### config.mk
export PLATFORM = sky130hd
export DESIGN_NAME = ccr_top
export DESIGN_NICKNAME = d
export VERILOG_FILES = /design/src/rtl/ccr_pkg.sv /design/src/rtl/ccr_flag_unit.sv /design/src/rtl/ccr_mask_bit.sv /design/src/rtl/ccr_irq_latch.sv /design/src/rtl/ccr_top.sv
export SDC_FILE = /design/constraint.sdc
export NUM_CORES = 1
export LEC_CHECK = 0
export BUFFER_PORTS_ARGS = -buffer_cell sky130_fd_sc_hd__buf_2
export CELL_PAD_IN_SITES_DETAIL_PLACEMENT = 1
export CELL_PAD_IN_SITES_GLOBAL_PLACEMENT = 1
export CORE_ASPECT_RATIO = 1.25
export CORE_MARGIN = 2
export CORE_UTILIZATION = 30
export CTS_CLUSTER_DIAMETER = 30
export CTS_CLUSTER_SIZE = 30
export DETAILED_ROUTE_END_ITERATION = 10
export PLACE_DENSITY_LB_ADDON = 0.2
export SETUP_SLACK_MARGIN = 0.02
export SYNTH_ARGS = -nofsm -noshare
export SYNTH_HDL_FRONTEND = slang
export SYNTH_SLANG_ARGS = --single-unit
### constraint.sdc
create_clock -name clk -period 3.6 [get_ports clk]
set_clock_uncertainty 0.15 [all_clocks]
set_input_delay 0.72 -clock clk [delete_from_list [all_inputs] [get_ports clk]]
set_output_delay 0.72 -clock clk [all_outputs]
set_load 0.05 [all_outputs]
### src/rtl/ccr_pkg.sv
package ccr_pkg;
  typedef enum logic [2:0] {
    OPC_NOP   = 3'd0,
    OPC_ADD   = 3'd1,
    OPC_SUB   = 3'd2,
    OPC_LOGIC = 3'd3,
    OPC_MOVE  = 3'd4,
    OPC_CAUX  = 3'd5
  } op_class_t;

  localparam int FLAG_C = 0;
  localparam int FLAG_Z = 1;
  localparam int FLAG_N = 2;
  localparam int FLAG_I = 3;
  localparam int FLAG_H = 4;
  localparam int FLAGS_W = 5;

  function automatic logic writes_nz(input logic [2:0] oc);
    return (oc == OPC_ADD) || (oc == OPC_SUB) || (oc == OPC_LOGIC) || (oc == OPC_MOVE);
  endfunction

  function automatic logic writes_c(input logic [2:0] oc);
    return (oc == OPC_ADD) || (oc == OPC_SUB) || (oc == OPC_CAUX);
  endfunction
endpackage

### src/rtl/ccr_flag_unit.sv
module ccr_flag_unit #(
  parameter int DATA_W = 8
) (
  input  logic              clk,
  input  logic              rst,
  input  logic [DATA_W-1:0] res,
  input  logic              c_lo,
  input  logic              c_hi,
  input  logic [2:0]        op_class,
  input  logic              upd_h,
  input  logic              upd_n,
  input  logic              upd_z,
  input  logic              upd_c,
  output logic              h_q,
  output logic              n_q,
  output logic              z_q,
  output logic              c_q
);
  import ccr_pkg::*;

  logic nz_cls;
  logic c_cls;
  logic h_cls;

  always_comb begin
    nz_cls = writes_nz(op_class);
    c_cls  = writes_c(op_class);
    h_cls  = (op_class == OPC_ADD);
  end

  always_ff @(posedge clk) begin
    if (rst) begin
      h_q <= 1'b0;
      n_q <= 1'b0;
      z_q <= 1'b0;
      c_q <= 1'b0;
    end else begin
      if (upd_h && h_cls)  h_q <= c_lo;
      if (upd_n && nz_cls) n_q <= res[DATA_W-1];
      if (upd_z && nz_cls) z_q <= ~|res;
      if (upd_c && c_cls)  c_q <= c_hi;
    end
  end
endmodule

### src/rtl/ccr_mask_bit.sv
module ccr_mask_bit (
  input  logic clk,
  input  logic rst,
  input  logic take,
  input  logic imask_set,
  input  logic imask_clr,
  input  logic imask_load,
  input  logic imask_val,
  output logic i_q
);
  always_ff @(posedge clk) begin
    if (rst)             i_q <= 1'b1;
    else if (take)       i_q <= 1'b1;
    else if (imask_set)  i_q <= 1'b1;
    else if (imask_clr)  i_q <= 1'b0;
    else if (imask_load) i_q <= imask_val;
  end
endmodule

### src/rtl/ccr_irq_latch.sv
module ccr_irq_latch #(
  parameter int N_SRC = 8,
  localparam int IDW = (N_SRC > 1) ? $clog2(N_SRC) : 1
) (
  input  logic             clk,
  input  logic             rst,
  input  logic [N_SRC-1:0] irq_in,
  input  logic             trap_in,
  input  logic             i_bit,
  input  logic             take,
  output logic             irq_valid,
  output logic             irq_trap,
  output logic [IDW-1:0]   irq_id
);
  logic [N_SRC-1:0] pend_q;
  logic [N_SRC-1:0] drop;
  logic             trap_q;
  logic [IDW-1:0]   low_id;

  always_comb begin
    low_id = '0;
    for (int k = N_SRC - 1; k >= 0; k--) begin
      if (pend_q[k]) low_id = IDW'(k);
    end
  end

  always_comb begin
    drop = '0;
    if (take && !trap_q) drop[low_id] = 1'b1;
  end

  for (genvar g = 0; g < N_SRC; g++) begin : g_src
    always_ff @(posedge clk) begin
      if (rst) pend_q[g] <= 1'b0;
      else     pend_q[g] <= (pend_q[g] & ~drop[g]) | irq_in[g];
    end
  end

  always_ff @(posedge clk) begin
    if (rst) trap_q <= 1'b0;
    else     trap_q <= (trap_q & ~take) | trap_in;
  end

  assign irq_trap  = trap_q;
  assign irq_valid = trap_q | (~i_bit & |pend_q);
  assign irq_id    = low_id;
endmodule

### src/rtl/ccr_top.sv
module ccr_top #(
  parameter int DATA_W = 8,
  parameter int N_SRC  = 8,
  localparam int IDW = (N_SRC > 1) ? $clog2(N_SRC) : 1
) (
  input  logic              clk,
  input  logic              rst,
  input  logic [DATA_W-1:0] res,
  input  logic              c_lo,
  input  logic              c_hi,
  input  logic [2:0]        op_class,
  input  logic              upd_h,
  input  logic              upd_n,
  input  logic              upd_z,
  input  logic              upd_c,
  input  logic              imask_set,
  input  logic              imask_clr,
  input  logic              imask_load,
  input  logic              imask_val,
  input  logic [N_SRC-1:0]  irq_in,
  input  logic              trap_in,
  input  logic              int_ack,
  output logic [4:0]        ccr,
  output logic              irq_valid,
  output logic              irq_trap,
  output logic [IDW-1:0]    irq_id
);
  import ccr_pkg::*;

  logic h_q, n_q, z_q, c_q, i_q;
  logic offer;
  logic take;

  assign take = int_ack & offer;

  ccr_flag_unit #(.DATA_W(DATA_W)) u_flags (
    .clk(clk), .rst(rst), .res(res), .c_lo(c_lo), .c_hi(c_hi),
    .op_class(op_class), .upd_h(upd_h), .upd_n(upd_n), .upd_z(upd_z),
    .upd_c(upd_c), .h_q(h_q), .n_q(n_q), .z_q(z_q), .c_q(c_q)
  );

  ccr_mask_bit u_mask (
    .clk(clk), .rst(rst), .take(take), .imask_set(imask_set),
    .imask_clr(imask_clr), .imask_load(imask_load), .imask_val(imask_val),
    .i_q(i_q)
  );

  ccr_irq_latch #(.N_SRC(N_SRC)) u_irq (
    .clk(clk), .rst(rst), .irq_in(irq_in), .trap_in(trap_in), .i_bit(i_q),
    .take(take), .irq_valid(offer), .irq_trap(irq_trap), .irq_id(irq_id)
  );

  always_comb begin
    ccr = '0;
    ccr[FLAG_C] = c_q;
    ccr[FLAG_Z] = z_q;
    ccr[FLAG_N] = n_q;
    ccr[FLAG_I] = i_q;
    ccr[FLAG_H] = h_q;
  end

  assign irq_valid = offer;
endmodule

# [Word-level counts from Yosys, hierarchy flattened]
# Cells that the tools add are included.
[word_totals] output_inout_bits=10 wordCells=81 reg_bits=14 in_bits=33
[op_classes] eq_ne=5 bitwise=31 n_reduce_logical=16 mux=13 magnitude_cmp=2
[ops] op="$mux 3" n=8
[ops] op="$reduce_or 8->1" n=2
[ops] op="$and 1x1->1" n=11
[ops] op="$not 1->1" n=10
[ops] op="$or 1x1->1" n=10
[ops] op="$mux 8" n=1
[ops] op="$eq 3x2->1 const B" n=2
[ops] op="$eq 3x3->1 const B" n=2
[ops] op="$logic_and 1x1->1" n=6
[ops] op="$logic_or 1x1->1" n=4
[ops] op="$lt 3x4->1 const B" n=1
[ops] op="$demux 1 s3" n=1
[ops] op="$eq 3x1->1 const B" n=1
[ops] op="$ge 3x1->1 const B" n=1
[ops] op="$mux 1" n=3
[ops] op="$reduce_or 3->1" n=1
[ops] op="$logic_not 1->1" n=2
[ops] op="$reduce_bool 2->1" n=1

# [Longest topological paths before layout]
[logic_depth] ltp_word=16 mapped_depth=5 mapped_depth_nobuf=4

# [Cells and area by module]
# Synthesis repeated with hierarchy kept, for this count alone.
[hier_totals] hier_cells=90 hier_area_um2=732.0
[modules_own_cells] module="ccr_irq_latch" area_per_inst_um2=445.4 seq_area_each_um2=180.2 cells_each=57 instances=1
[modules_own_cells] module="ccr_flag_unit" area_per_inst_um2=202.7 seq_area_each_um2=80.1 cells_each=23 instances=1
[modules_own_cells] module="ccr_top" area_per_inst_um2=43.8 seq_area_each_um2=0.0 cells_each=6 instances=1
[modules_own_cells] module="ccr_mask_bit" area_per_inst_um2=40.0 seq_area_each_um2=20.0 cells_each=4 instances=1

# [Worst setup path before layout]
# No wires, ideal clock.
[synth_timing] kind="register to output" from="register u_irq.pend_q[4]" to="output port irq_id[1]" required_ns=2.730 n_path_buf=0 path_slack_ns=1.079 arrival_time_ns=1.651 stages_incl_launch_ff=4 path_cell_list="dfxtp_1 > nor2_1 > o21ai_0 > a21boi_0"
[synth_between] elab_chain_len=5
[synth_rtl] element="from (decl)" line_no="ccr_irq_latch.sv:15" rtl="logic [N_SRC-1:0] pend_q;"
[synth_rtl] element="from (signal, indexed assignment)" line_no="ccr_irq_latch.sv:35" rtl="else pend_q[g] <= (pend_q[g] & ~drop[g]) | irq_in[g];"
[synth_rtl] element="$mux 3 (5 in a row)" line_no="ccr_irq_latch.sv:23" rtl="if (pend_q[k]) low_id = IDW'(k);"
[synth_rtl] element="to (decl)" line_no="ccr_top.sv:26" rtl="output logic [IDW-1:0] irq_id"
# Every way passes these cells.

# [Worst setup path in the final report]
[layout_timing] from="register u_irq.pend_q[3]" to="output port irq_id[0]"
[layout_between] elab_chain_len=4
[layout_rtl] element="$mux 3 (4 in a row)" line_no="ccr_irq_latch.sv:23"
# Every way passes these cells.

==> impl_metrics.tcl <==
set metrics [dict create \
    reg2reg_to "u_mask.i_q" \
    p_per_area_nw_per_um2 399.6 \
    fin_crit_ns 2.479 \
    worstPathArrival_ns 1.61 \
    status "complete, no violations" \
    grt_use_total_pct 14.18 \
    critPathMaxFanout 5 \
    grt_pass1_vias 754 \
    final_nets 161 \
    ys.flop_type "dfxtp_1" \
    dieArea_um2 2804 \
    ctsResizeCount 0 \
    rr_startpoint "u_irq.pend_q[7]" \
    vdd_drop_max_v 0.0002438 \
    wl_um 1908 \
    max_slew_margin_pct 73.56 \
    yosysWarnings 0 \
    drive_gt1_share_pct 37.80 \
    diodes 0 \
    yosysTopAreaCellShare_pct 39.02 \
    final.setup.tns_ns 0 \
    chipHeight_um 58.71 \
    synth-async-reset-ratio_pct 0 \
    drtPass1Iterations 4 \
    crit_type "reg2out" \
    fin_crit_sh_pct 68.87 \
    post_layout_nonfiller_instances 158 \
    max_cap_viol_count 0 \
    p_int_uw 260.2 \
    dpl_cell_area_um2 922.1 \
    postSynthCellCount 88 \
    min-delay-path-class "reg2reg" \
    final_common_cell "buf_2" \
    num_rows 19 \
    p_leak_nw 0.4622 \
    synthAdderAreaFrac_pct 0 \
    finalHoldViolations 0 \
    synth_edf_count 0 \
    place_inst 154 \
    die_x_um 47.76 \
    cts_buffers 3 \
    cp.required_ns 2.73 \
    endpoint "irq_id[0]" \
    synth.mux.area_fraction_pct 6.969 \
    cts_setup_buffers 0 \
    grt_max_degree 15 \
    fin_area_um2 958.4 \
    fillCellCount 310 \
    synthTopCellsByArea "dfxtp_1, nor2_1, mux2i_1" \
    drtIter0Drc 2 \
    hp-start "u_flags.c_q" \
    utilization_pct 42.89 \
    viasPerCell 4.880 \
    syn-num-nets 121 \
    area_growth_syn_to_layout_pct 33.45 \
    route.antenna.remaining_nets 0 \
    grt_pass1_wl_um 2870 \
    combPwrFrac_pct 23.5 \
    synth.distinct_cells 28 \
    cts_tree "done" \
    r2r_cells 4 \
    postCtsHoldBufs 0 \
    ioPinCount 43 \
    setup_slack_ns 1.121 \
    place_congestion 0.7533 \
    synth-simple-area-share_pct 27.53 \
    pre_cts_slack_ns 1.447 \
    worstSkewPairLatency_ns 0.29 \
    cts_num_sinks 14 \
    synthXorXnorAreaFrac_pct 0 \
    final_cell_mix "buf_2, nor2_1, dfxtp_1" \
    ys_ff_latch 14 \
    clockBufferDepth 2 \
    avgSynthCellArea_um2 8.161 \
    rsz0062_at_grt "false" \
    grt.overflow.total 0 \
    core_um2 2235 \
    clk_pin_slew_worst_paths_ns 0.09 \
    clock.fmax_mhz 403.3 \
    setup.worst_path.start "u_irq.pend_q[3]" \
    pwr-share-seq_pct 45.5 \
    yosysSeqAreaShare_pct 39.02 \
    r2r_setup_slack_ns 1.85 \
    tightest_slew_ns 0.3929 \
    syn_area_um2 718.2 \
    clockRootBuffer "clkbuf_4" \
    p_sw_uw 122.8 \
    swShare_pct 32.06 \
    initial_utilization_pct 32.14 \
    worst_setup_path_end_kind "output pin" \
    power_frac_clock_pct 31.0 \
    synth_compound_area_share_pct 18.12 \
    critPathLaunchType "flop" \
    slew_violations 0 \
    synth_top_family_by_area "simple AND/OR/NAND/NOR gates" \
    setup_viol 0 \
    drcViolationCount 0 \
    vias 771 \
    cts_max_level 1 \
    synth_top_area_cell "dfxtp_1" \
    dp_hpwl_um 1524 \
    avgRoutedWirePerCell_um 12.08 \
    port_buffers 42 \
    antenna_found_initial 0 \
]
[cell families (layout without fill, tap and decap cells)]
| logic type | Yosys count | count (layout) |
|---|---|---|
| AOI/OAI and AO/OA | 20 | 20 |
| buffers and inverters | 11 | 50 |
| DFF | 14 | 14 |
| muxes | 5 | 5 |
| and+or+nand+nor | 38 | 38 |
[per-layer routing]
metal  track usage (%)  share of wire, %  up-vias
li1                  -                 -      383
met1             13.96                39      349
met2             26.29                52       34
met3             2.761               6.9        5
met4             6.950               2.1        0
met5                 0                 0        -
[state kept, by name, indices dropped and copies added, names as in the netlist]
name and flops:
u_flags.h_q 1, u_flags.n_q 1, u_irq.pend_q 8, u_mask.i_q 1, u_irq.irq_trap 1, u_flags.c_q 1
u_flags.z_q 1
[power by group through the flow]
stage	combinational, mW	sequential (mW)	clock, mW
floorplan	0.0595	0.178	0
global placement	0.0891	0.177	0
detailed placement	0.0910	0.177	0
CTS	0.0916	0.174	0.122
global route	0.0980	0.175	0.129
finish	0.0900	0.174	0.119
[per-stage QoR]
stage          power, mW  hold WS (ns)
6_report          0.3830        0.3425
3_3_place_gp      0.2660        0.3168
5_1_grt           0.4020        0.3822
4_1_cts           0.3874        0.3532
2_1_floorplan     0.2371        0.3117
3_5_place_dp      0.2683        0.3313
[cell usage after synthesis, types with 2 or more instances]
library cell	n
a21oi_1	7
nor3_1	2
dfxtp_1	14
or3_1	2
buf_4	5
inv_1	4
a211oi_1	3
nand3_1	2
nand2_1	2
clkbuf_1	2
or4_1	2
o21ai_0	4
mux2i_1	5
nor2_1	19
or2_1	2
[area by class of cell]
class	count	area (um2)	share of cell area, %
Timing Repair Buffer	42	210.2	21.93
Inverter	4	15.01	1.567
Sequential cell	14	280.3	29.24
Multi-Input combinational cell	63	377.9	39.43
Clock buffer	4	36.28	3.786
Tap cell	31	38.79	4.047
[worst max-delay path: stages, from the launching register on]
cell and delay [ns]:
dfxtp_1 0.39, or2b_1 0.24, a21oi_1 0.17, or2_1 0.22
buf_2 0.30
[worst min path at each step]
stage	end	cells after the start
6_report	u_flags.c_q	2
2_1_floorplan	u_flags.h_q	2
3_5_place_dp	u_flags.c_q	2
4_1_cts	u_flags.c_q	2
3_3_place_gp	u_flags.h_q	2
5_1_grt	u_flags.c_q	2
Power figures use the tool's default switching activity.
